===== src/rtl/bam_pkg.sv =====
package bam_pkg;
    localparam int SIZE_W  = 3;
    localparam int BURST_W = 3;
    localparam int TRANS_W = 2;

    typedef enum logic [TRANS_W-1:0] {
        TR_IDLE   = 2'b00,
        TR_BUSY   = 2'b01,
        TR_NONSEQ = 2'b10,
        TR_SEQ    = 2'b11
    } trans_e;
endpackage


===== src/rtl/bam_rr_pick.sv =====
module bam_rr_pick #(
    parameter int N     = 4,
    parameter int IDX_W = $clog2(N)
) (
    input  logic             clk,
    input  logic             rst_n,
    input  logic [N-1:0]     req_i,
    input  logic [IDX_W-1:0] ptr_i,
    output logic             any_o,
    output logic [IDX_W-1:0] pick_o
);
    logic found;

    always_comb begin
        any_o  = |req_i;
        pick_o = '0;
        found  = 1'b0;
        for (int k = 0; k < N; k++) begin
            int c;
            c = int'(ptr_i) + k;
            if (c >= N) c = c - N;
            if (!found && req_i[c]) begin
                pick_o = IDX_W'(c);
                found  = 1'b1;
            end
        end
    end

    AST_PICK_REQUESTER: assert property (@(posedge clk) disable iff (!rst_n)
        any_o |-> req_i[pick_o]) else $error("picked master has no request");
endmodule


===== src/rtl/bam_wait_ctr.sv =====
module bam_wait_ctr #(
    parameter int N     = 4,
    parameter int LAT_W = 8,
    parameter int IDX_W = $clog2(N)
) (
    input  logic             clk,
    input  logic             rst_n,
    input  logic [N-1:0]     req_i,
    input  logic             own_active_i,
    input  logic [IDX_W-1:0] own_idx_i,
    input  logic             win_i,
    input  logic [IDX_W-1:0] win_idx_i,
    output logic [LAT_W-1:0] win_lat_o
);
    logic [LAT_W-1:0] cnt_q [N];

    for (genvar i = 0; i < N; i++) begin : g_ctr
        logic [LAT_W-1:0] cnt_d;
        logic             owning;

        always_comb begin
            owning = own_active_i && (own_idx_i == IDX_W'(i));
            cnt_d  = '0;
            if (win_i && (win_idx_i == IDX_W'(i))) begin
                cnt_d = '0;
            end else if (req_i[i] && !owning) begin
                cnt_d = (cnt_q[i] == '1) ? cnt_q[i] : cnt_q[i] + 1'b1;
            end
        end

        always_ff @(posedge clk) begin
            if (!rst_n) cnt_q[i] <= '0;
            else        cnt_q[i] <= cnt_d;
        end

        AST_WAIT_SAT: assert property (@(posedge clk) disable iff (!rst_n)
            (cnt_q[i] == '1 && req_i[i] && !owning && !(win_i && win_idx_i == IDX_W'(i)))
            |=> cnt_q[i] == '1) else $error("wait counter wrapped");
    end

    always_comb begin
        win_lat_o = (cnt_q[win_idx_i] == '1) ? cnt_q[win_idx_i] : cnt_q[win_idx_i] + 1'b1;
    end
endmodule


===== src/rtl/bam_route.sv =====
module bam_route
    import bam_pkg::*;
#(
    parameter int N      = 4,
    parameter int ADDR_W = 32,
    parameter int DATA_W = 32,
    parameter int IDX_W  = $clog2(N)
) (
    input  logic [N*ADDR_W-1:0]  m_addr_i,
    input  logic [N-1:0]         m_write_i,
    input  logic [N*SIZE_W-1:0]  m_size_i,
    input  logic [N*BURST_W-1:0] m_burst_i,
    input  logic [N*TRANS_W-1:0] m_trans_i,
    input  logic [N*DATA_W-1:0]  m_wdata_i,
    input  logic [IDX_W-1:0]     owner_i,
    input  logic                 active_i,
    input  logic [IDX_W-1:0]     downer_i,
    output logic [ADDR_W-1:0]    s_addr_o,
    output logic                 s_write_o,
    output logic [SIZE_W-1:0]    s_size_o,
    output logic [BURST_W-1:0]   s_burst_o,
    output logic [TRANS_W-1:0]   s_trans_o,
    output logic [DATA_W-1:0]    s_wdata_o
);
    logic [ADDR_W-1:0]  addr_a  [N];
    logic [SIZE_W-1:0]  size_a  [N];
    logic [BURST_W-1:0] burst_a [N];
    logic [TRANS_W-1:0] trans_a [N];
    logic [DATA_W-1:0]  wdata_a [N];

    for (genvar i = 0; i < N; i++) begin : g_unpack
        assign addr_a[i]  = m_addr_i [i*ADDR_W  +: ADDR_W];
        assign size_a[i]  = m_size_i [i*SIZE_W  +: SIZE_W];
        assign burst_a[i] = m_burst_i[i*BURST_W +: BURST_W];
        assign trans_a[i] = m_trans_i[i*TRANS_W +: TRANS_W];
        assign wdata_a[i] = m_wdata_i[i*DATA_W  +: DATA_W];
    end

    always_comb begin
        s_addr_o  = addr_a[owner_i];
        s_write_o = m_write_i[owner_i];
        s_size_o  = size_a[owner_i];
        s_burst_o = burst_a[owner_i];
        s_trans_o = active_i ? trans_a[owner_i] : TR_IDLE;
        s_wdata_o = wdata_a[downer_i];
    end
endmodule


===== src/rtl/bus_arbiter_mux.sv =====
module bus_arbiter_mux
    import bam_pkg::*;
#(
    parameter int N      = 4,
    parameter int ADDR_W = 32,
    parameter int DATA_W = 32,
    parameter int LAT_W  = 8
) (
    input  logic                           clk,
    input  logic                           rst_n,
    input  logic [N-1:0]                   req_i,
    input  logic [N-1:0]                   lock_i,
    input  logic                           hready_i,
    input  logic [N*ADDR_W-1:0]            m_addr_i,
    input  logic [N-1:0]                   m_write_i,
    input  logic [N*bam_pkg::SIZE_W-1:0]   m_size_i,
    input  logic [N*bam_pkg::BURST_W-1:0]  m_burst_i,
    input  logic [N*bam_pkg::TRANS_W-1:0]  m_trans_i,
    input  logic [N*DATA_W-1:0]            m_wdata_i,
    output logic [N-1:0]                   grant_o,
    output logic [$clog2(N)-1:0]           owner_o,
    output logic [ADDR_W-1:0]              s_addr_o,
    output logic                           s_write_o,
    output logic [bam_pkg::SIZE_W-1:0]     s_size_o,
    output logic [bam_pkg::BURST_W-1:0]    s_burst_o,
    output logic [bam_pkg::TRANS_W-1:0]    s_trans_o,
    output logic [DATA_W-1:0]              s_wdata_o,
    output logic                           lat_valid_o,
    output logic [LAT_W-1:0]               lat_value_o,
    output logic [$clog2(N)-1:0]           lat_master_o
);
    localparam int IDX_W = $clog2(N);

    typedef struct packed {
        logic [IDX_W-1:0] owner;
        logic [IDX_W-1:0] ptr;
        logic             active;
        logic             hold;
        logic [IDX_W-1:0] downer;
        logic             lat_v;
        logic [LAT_W-1:0] lat_val;
        logic [IDX_W-1:0] lat_idx;
    } state_t;

    state_t           st_d, st_q;
    logic             any_req;
    logic [IDX_W-1:0] pick;
    logic             new_grant;
    logic [LAT_W-1:0] win_lat;
    logic             keep;

    bam_rr_pick #(.N(N), .IDX_W(IDX_W)) i_pick (
        .clk    (clk),
        .rst_n  (rst_n),
        .req_i  (req_i),
        .ptr_i  (st_q.ptr),
        .any_o  (any_req),
        .pick_o (pick)
    );

    bam_wait_ctr #(.N(N), .LAT_W(LAT_W), .IDX_W(IDX_W)) i_wait (
        .clk          (clk),
        .rst_n        (rst_n),
        .req_i        (req_i),
        .own_active_i (st_q.active),
        .own_idx_i    (st_q.owner),
        .win_i        (new_grant),
        .win_idx_i    (pick),
        .win_lat_o    (win_lat)
    );

    always_comb begin
        st_d      = st_q;
        st_d.lat_v = 1'b0;
        new_grant = 1'b0;
        keep      = st_q.hold && lock_i[st_q.owner];
        if (hready_i) begin
            st_d.downer = st_q.owner;
            if (keep) begin
                st_d.owner = st_q.owner;
            end else if (any_req) begin
                st_d.owner  = pick;
                st_d.active = 1'b1;
                st_d.hold   = lock_i[pick];
                st_d.ptr    = IDX_W'((int'(pick) + 1) % N);
                if (!st_q.active || pick != st_q.owner) begin
                    new_grant    = 1'b1;
                    st_d.lat_v   = 1'b1;
                    st_d.lat_val = win_lat;
                    st_d.lat_idx = pick;
                end
            end else begin
                st_d.owner  = '0;
                st_d.active = 1'b0;
                st_d.hold   = 1'b0;
            end
        end
    end

    always_ff @(posedge clk) begin
        if (!rst_n) st_q <= '0;
        else        st_q <= st_d;
    end

    bam_route #(.N(N), .ADDR_W(ADDR_W), .DATA_W(DATA_W), .IDX_W(IDX_W)) i_route (
        .m_addr_i  (m_addr_i),
        .m_write_i (m_write_i),
        .m_size_i  (m_size_i),
        .m_burst_i (m_burst_i),
        .m_trans_i (m_trans_i),
        .m_wdata_i (m_wdata_i),
        .owner_i   (st_q.owner),
        .active_i  (st_q.active),
        .downer_i  (st_q.downer),
        .s_addr_o  (s_addr_o),
        .s_write_o (s_write_o),
        .s_size_o  (s_size_o),
        .s_burst_o (s_burst_o),
        .s_trans_o (s_trans_o),
        .s_wdata_o (s_wdata_o)
    );

    always_comb begin
        grant_o      = '0;
        grant_o[st_q.owner] = 1'b1;
        owner_o      = st_q.owner;
        lat_valid_o  = st_q.lat_v;
        lat_value_o  = st_q.lat_val;
        lat_master_o = st_q.lat_idx;
    end

    AST_ONE_GRANT: assert property (@(posedge clk) disable iff (!rst_n)
        $countones(grant_o) == 1) else $error("grant not one-hot");

    AST_FROZEN_WAIT: assert property (@(posedge clk) disable iff (!rst_n)
        !hready_i |=> $stable(owner_o)) else $error("owner moved without ready");

    AST_RR_WINNER: assert property (@(posedge clk) disable iff (!rst_n)
        (hready_i && !keep && any_req) |=> |($past(req_i) & grant_o))
        else $error("winner was not requesting");

    AST_LOCK_KEEP: assert property (@(posedge clk) disable iff (!rst_n)
        (hready_i && keep) |=> ($stable(owner_o) && !lat_valid_o))
        else $error("locked owner lost the bus");

    AST_PARK_IDLE: assert property (@(posedge clk) disable iff (!rst_n)
        (hready_i && !keep && req_i == '0) |=> (owner_o == '0 && s_trans_o == TR_IDLE))
        else $error("idle bus not parked");

    AST_STROBE_OWNER: assert property (@(posedge clk) disable iff (!rst_n)
        lat_valid_o |-> (lat_value_o != '0 && lat_master_o == owner_o))
        else $error("latency strobe inconsistent");
endmodule


===== config.mk =====
export PLATFORM = sky130hd
export DESIGN_NAME = bus_arbiter_mux
export DESIGN_NICKNAME = d
export VERILOG_FILES = /design/src/rtl/bam_pkg.sv /design/src/rtl/bam_rr_pick.sv /design/src/rtl/bam_wait_ctr.sv /design/src/rtl/bam_route.sv /design/src/rtl/bus_arbiter_mux.sv
export SDC_FILE = /design/constraint.sdc
export NUM_CORES = 1
export LEC_CHECK = 0
export ABC_AREA = 1
export BUFFER_PORTS_ARGS = -buffer_cell sky130_fd_sc_hd__buf_2
export CAP_MARGIN = 20
export CORE_AREA = 3 3 150 152
export CTS_CLUSTER_DIAMETER = 60
export DETAILED_ROUTE_END_ITERATION = 8
export DIE_AREA = 0 0 153 155
export PLACE_DENSITY = 0.53
export SYNTH_ARGS = -nofsm -noshare
export SYNTH_HDL_FRONTEND = slang
export SYNTH_SLANG_ARGS = --single-unit

===== constraint.sdc =====
create_clock -name clk -period 6.55 [get_ports clk]
set_input_delay 0.655 -clock clk [delete_from_list [all_inputs] [get_ports clk]]
set_output_delay 0.655 -clock clk [all_outputs]
set_load 0.01 [all_outputs]

Word-level counts from Yosys, hierarchy flattened

Memories as Yosys holds them, arrays and structs flattened.
Index checks and enable logic that the tools add are counted.
W data, S select, Z words.

Register bits after elaboration: 19
RAM bits: 32
Output and inout bits: 90
Logic and storage cells: 163
Memories: 1

Memories:

| memory       | words | width | read ports | clocked after Yosys merged registers in | wr ports | RTL line           | text |
|---|---|---|---|---|---|---|---|
| i_wait.cnt_q | 4     | 8     | 5          | 0                                       | 4        | bam_wait_ctr.sv:15 | `logic [LAT_W-1:0] cnt_q [N];` |

$add $sub $neg: 13
$lt $le $gt $ge: 13
Equality and inequality tests: 12
Muxes and demuxes: 73
Bitwise operators: 10
Reduce and logical (&&, ||, !) cells: 33

Operators by type and width:

| operator                | count |
|---|---|
| $mux W32                | 8 |
| $mux W8                 | 17 |
| $bmux W32 S2            | 2 |
| $lt A32 B4 Y1 const B   | 4 |
| $ge A32 B4 Y1 const B   | 3 |
| $sub A32 B4 Y32 const B | 3 |
| $add A8 B1 Y8 const B   | 5 |
| $eq A8 B8 Y1 const B    | 5 |
| $mux W1                 | 21 |
| $mux W2                 | 9 |
| $logic_and A1 B1 Y1     | 17 |
| $bmux W1 S2             | 7 |
| $bmux W3 S2             | 2 |
| $mux W3                 | 4 |
| $mux W11                | 1 |
| $eq A2 B2 Y1 const B    | 4 |
| $logic_not A1 Y1        | 8 |
| $reduce_or A4 Y1        | 2 |
| $add A2 B2 Y3 const B   | 2 |
| $ge A3 B3 Y1 const B    | 2 |
| $lt A2 B3 Y1 const B    | 2 |
| $not A2 Y3              | 2 |
| $bmux W2 S2             | 1 |
| $eq A2 B1 Y1 const B    | 2 |
| other kinds (14)        | 21 |

Logic depth before layout (Yosys ltp)

Depth after elaboration: 24
Depth in mapped cells: 23
Mapped depth without buffers: 22

Hierarchy

From an unflattened synthesis, not the netlist that was laid out.

Cells, all modules: 1,035
Area total of the unflattened synthesis: 5,677.9 µm²

Modules (own cells, without submodules):

| module          | instances | cells an instance | area an instance (µm²) |
|---|---|---|---|
| bam_route       | 1         | 497               | 2,225.9 |
| bam_wait_ctr    | 1         | 341               | 2,160.8 |
| bus_arbiter_mux | 1         | 148               | 1,048.5 |
| bam_rr_pick     | 1         | 49                | 242.7 |

Least setup slack after synthesis

OpenSTA, ideal clock, no wires.

Path type: input port to flip-flop
Start: input req_i[0]
End: register st_q, in the netlist lat_value_o[1]
Setup time: 0.117 ns
Arrival time: 2.571 ns
Setup slack: 3.861 ns
Cell stages on the path: 20
Path buffers: 2
Cell sequence: inv_1 nand2_1 nand3_2 nand2_4 nor2_4 nand2_1 nand3_4 nand2_4 buf_8 buf_12 nand2_4 nand3_4 nand2_4 ha_1 inv_1 nor2_4 nand3_4 and2_1 nor2_1 nor2_1

Longest elaborated chain between the ends: 16

Ends and longest elaborated chain:

| what                                          | RTL line               | text |
|---|---|---|
| from (decl)                                   | bus_arbiter_mux.sv:11  | `input logic [N-1:0] req_i,` |
| $bmux W1 S2                                   | bam_rr_pick.sv:22      | `if (!found && req_i[c]) begin` |
| $mux W1 (implied by the code) (2 in series)   | bam_rr_pick.sv:22      |  |
| $mux W1                                       | bam_rr_pick.sv:22      |  |
| $logic_not A1 Y1                              | bam_rr_pick.sv:22      |  |
| $logic_and A1 B1 Y1                           | bam_rr_pick.sv:22      |  |
| $mux W1                                       | bam_rr_pick.sv:22      |  |
| $logic_not A1 Y1                              | bam_rr_pick.sv:22      |  |
| $logic_and A1 B1 Y1                           | bam_rr_pick.sv:22      |  |
| $mux W1                                       | bam_rr_pick.sv:22      |  |
| $logic_not A1 Y1                              | bam_rr_pick.sv:22      |  |
| $logic_and A1 B1 Y1                           | bam_rr_pick.sv:22      |  |
| $mux W2                                       | bam_rr_pick.sv:22      |  |
| $mem_v2 Z4 W8 or $ne A2 B2 Y1 (tied branches) | -                      |  |
| $add A8 B1 Y8 (tied with other cells)         | bam_wait_ctr.sv:42     | `win_lat_o = (cnt_q[win_idx_i] == '1) ? cnt_q[win_idx_i] : cnt_q[win_idx_i] + 1'b1;` |
| $mux W8 or $reduce_and A4 Y1 (tied branches)  | -                      |  |
| to (signal assigned)                          | bus_arbiter_mux.sv:102 | `else st_q <= st_d;` |
| to (decl)                                     | bus_arbiter_mux.sv:45  | `state_t st_d, st_q;` |

Several ways; a longest one is shown, not always the timed one. The select of a mux whose other input is x is not followed.
A chain may end at the register's enable or synchronous reset.

Worst setup path after layout

Start: register st_q[15] in the netlist's numbering
End: register st_q, in the netlist lat_value_o[1]

Longest elaborated chain between the ends: 18

Ends and longest elaborated chain:

| what                                                     | RTL line |
|---|---|
| branches (longest 14 deep; another with $sub A32 B4 Y32) | - |
| $mux W2 *                                                | bam_rr_pick.sv:22 |
| $mem_v2 Z4 W8 or $ne A2 B2 Y1 (tied branches)            | - |
| $add A8 B1 Y8 (tied with other cells)                    | bam_wait_ctr.sv:42 |
| $mux W8 or $reduce_and A4 Y1 (tied branches)             | - |

Every way passes the cells marked *. The select of a mux whose other input is x is not followed.

==> metrics.md <==
| Metric | Value |
|---|---|
| Reg-to-Reg Start | st_q[15] |
| Synth Area per Inst | 5.99 um^2 |
| Antenna violations before repair | 8 |
| Most numerous cell in the Yosys netlist | nand2_1 |
| Clock Path Buffers | 2 |
| CP Max Fanout | 27 |
| Leading area contributor after synthesis | dfxtp_1 |
| Crit Path Class | reg2reg |
| Post-synthesis sequential area ratio | 19.3% |
| Switching Share | between 50% and 60% |
| Vias per cell | roughly 5.1 |
| # clock sinks | around 50 |
| Initial core utilization | 25.0% |
| Drt wl/cell | 23.9 um |
| Hold Vio Cnt, Final | 0 |
| Residual DRC | 0 |
| Yosys top cell area share | 19.3% |
| Crit start category | flop |
| Layout area overhead | 42.0% |
| Pwr Density | between 200 and 300 mW/mm^2 |
| Post-synth EDFFs | 0 |
| Worst Setup SP | st_q[15] |
| Slew HR | 37.4% |
| CTS buffer count | 5 |
| Worst slew pin tran | 938 ps |
| Largest net degree at the start of global routing | 67 |
| Die Y | 155 um |
| Tmin final | ~3400 ps |
| HP Start | st_q[13] |
| Yosys warning count | 0 |
| Setup TNS | 0 ps |
| Area contributors post-synth | dfxtp_1, nand2_1, a22oi_1 |
| Clock power frac | 13.7% |
| Internal Power | around 0.93 mW |
| Top FF cell, synth | dfxtp_1 |
| LEAKAGE | ~3.7 nW |
| Clock Skew | about 8.7 ps |
| Fin. max-slew vios | 0 |
| Synth Cell Area | 0.00528 mm^2 |
| Outcome | finished, final reports clean |
| Post-CTS sizing | 0 |
| Comb power frac | 67.7% |
| First-pass DRT Iterations | 5 |
| Gate Count Post-Synth | 881 |
| Root buffer selected by CTS | clkbuf_16 |
| Worst Hold Class | reg2reg |
| TritonCTS clock tree | built |
| Worst setup EP type | flop |
| Share of post-route cells with drive strength above 1 | 37.9% |
| Postcts setup bufs | 0 |
| Port Buffers | 392 |
| Vias in the first global route | 7133 |
| GRT Total Usage | 28.2% |
| CP arrival | 3610 ps |
| Clk_lat worst skew | 310 ps |
| Detailed Place HPWL | between 30000 and 40000 um |
| Yosys cell types | 40 |
| Post-layout net count | 1541 |
| Total number of vias | 7635 |
| H-tree Lvls | 2 |
| Grt ovf | 0 |
| Area of the die | 0.0237 mm^2 |
| Rows | 53 |
| Maximum vdd drop | 0.145 mV |
| Sequential power share | 18.6% |
| Synth top cells by count | nand2_1, nor2_1, o21ai_0, nand3_1, inv_1 |
| CP required | 6750 ps |
| Max capacitance violation total | 0 |
| I/O pins | 393 |
| Asr flop ratio synth | 0% |
| First-pass GRT wire length | 48900 um |
| Post-route ant nets | 0 |
| Yosys reg bits | 51 |
| Clock transition at path regs | 80 ps |
| Final Cycle Share | a little over half |
| Final Wtd Congestion | 0.959 |
| Endpoints failing setup | 0 |
| Fmax | 293 MHz |
| Switching Power | 1.14 mW |
| Core ar. | ~0.021 mm^2 |
| Final wirelength | 36100 um |
| Cts hold-fix bufs | 0 |
| Die width | 153 um |
| Syn Nets | between 1000 and 1500 |
| Fin util | 35.4% |
| 1st-iter DRT viols | 596 |
| Fillers | around 2500 |
| RSZ-0062 raised after global routing | false |
## logic make-up after synthesis
| logic type | Yosys count | synth area share [%] |
|---|---|---|
| and+or+nand+nor | 448 | 39.6 |
| AOI/OAI and AO/OA | 229 | 26.3 |
| buffers and inverters | 140 | 12.0 |
| DFF | 51 | 19.3 |
| adders and majority gates | 9 | 2.13 |
| xor gates and xnor gates | 4 | 0.663 |
## sequential cells by signal, indices dropped and copies added, names as in the netlist
signal / count
st_q: 6
owner_o: 2
lat_value_o: 8
lat_master_o: 2
i_wait.cnt_q: 32
lat_valid_o: 1
## area by class of cell
cell class / instances / area, um^2 / area share (%)
flip-flops and latches: 51 / 1020 / 13.6
clock buffers: 5 / 125 / 1.67
repair buffers: 399 / 2030 / 27.0
diodes: 2 / 5.00 / 0.0668
clock inverters: 3 / 23.8 / 0.317
multi-input cells: 690 / 3640 / 48.5
well taps: 275 / 344 / 4.59
inverters: 82 / 310 / 4.14
## placed cells by master (no fill, tap or decap), types with 2 or more instances in the layout
master / instances
nor2_2: 3
o22ai_1: 33
nor3_2: 3
a22oi_1: 63
buf_2: 392
a21oi_1: 30
diode_2: 2
clkbuf_16: 5
nor3_1: 19
nor2_4: 4
inv_1: 72
nand2_4: 6
o21ai_0: 84
nand3_1: 74
a31oi_1: 5
xor2_1: 4
dfxtp_1: 50
nand3_2: 4
a211oi_1: 5
nand4_1: 10
nand2_2: 23
inv_2: 6
nor4_1: 3
ha_1: 9
nand2_1: 191
buf_4: 6
nor2_1: 101
o21ai_1: 2
nand3_4: 4
clkinv_1: 3
o211ai_1: 4
## stage by stage
stage	setup WS, ps	area, um^2	hold slack [ps]	total power, mW	std cells
detailed placement	2850	7320	466	1.78	1496
finish	3140	7500	481	2.07	1507
global placement	2910	7320	461	1.79	1496
global route	2690	7490	495	2.24	1506
CTS	2520	7470	478	2.07	1504
floorplan	3860	5280	445	1.26	881
## power groups by stage
stage               Clock (mW)  Sequential, mW  Combinational (mW)
finish                   0.284           0.385                1.40
global route             0.300           0.389                1.55
CTS                      0.286           0.392                1.39
detailed placement           0           0.399                1.38
global placement             0           0.398                1.39
floorplan                    0           0.372               0.884
## worst paths after layout
path / depth (start not counted) / slack (ps) / end
worst max-delay path: 21 / 3140 / lat_value_o[1]
worst min-delay path: 2 / 480 / st_q[13]
worst max register to register: 21 / 3140 / lat_value_o[1]
worst min register to register: 2 / 480 / st_q[13]
## routing by layer
metal  vias to the layer above  part of all wire (%)  wire length, um  track usage [%]
li1                       3702                     -                -                -
met1                      3509                    40            14400             34.7
met2                       385                    41            14800             40.8
met3                        35                    17             5970             18.9
met4                         4                   2.3              822             6.36
met5                         -                 0.075               27                0
## critical path, cell delays in order, from the launching register on
cell and delay [ps]:
dfxtp_1 700, inv_2 230, nand2_1 130, nand2_2 70, nand2_1 70, nand2_1 60
nand2_2 50, inv_2 40, nand2_2 100, nand3_4 180, nand2_4 300, nand2_1 120
nand2_1 70, nand2_1 50, nand2_1 150, ha_1 210, inv_1 80, nor2_4 210
nand3_4 130, and2_1 160, nor2_1 110, nor2_1 50
Power figures use the tool's default switching activity.
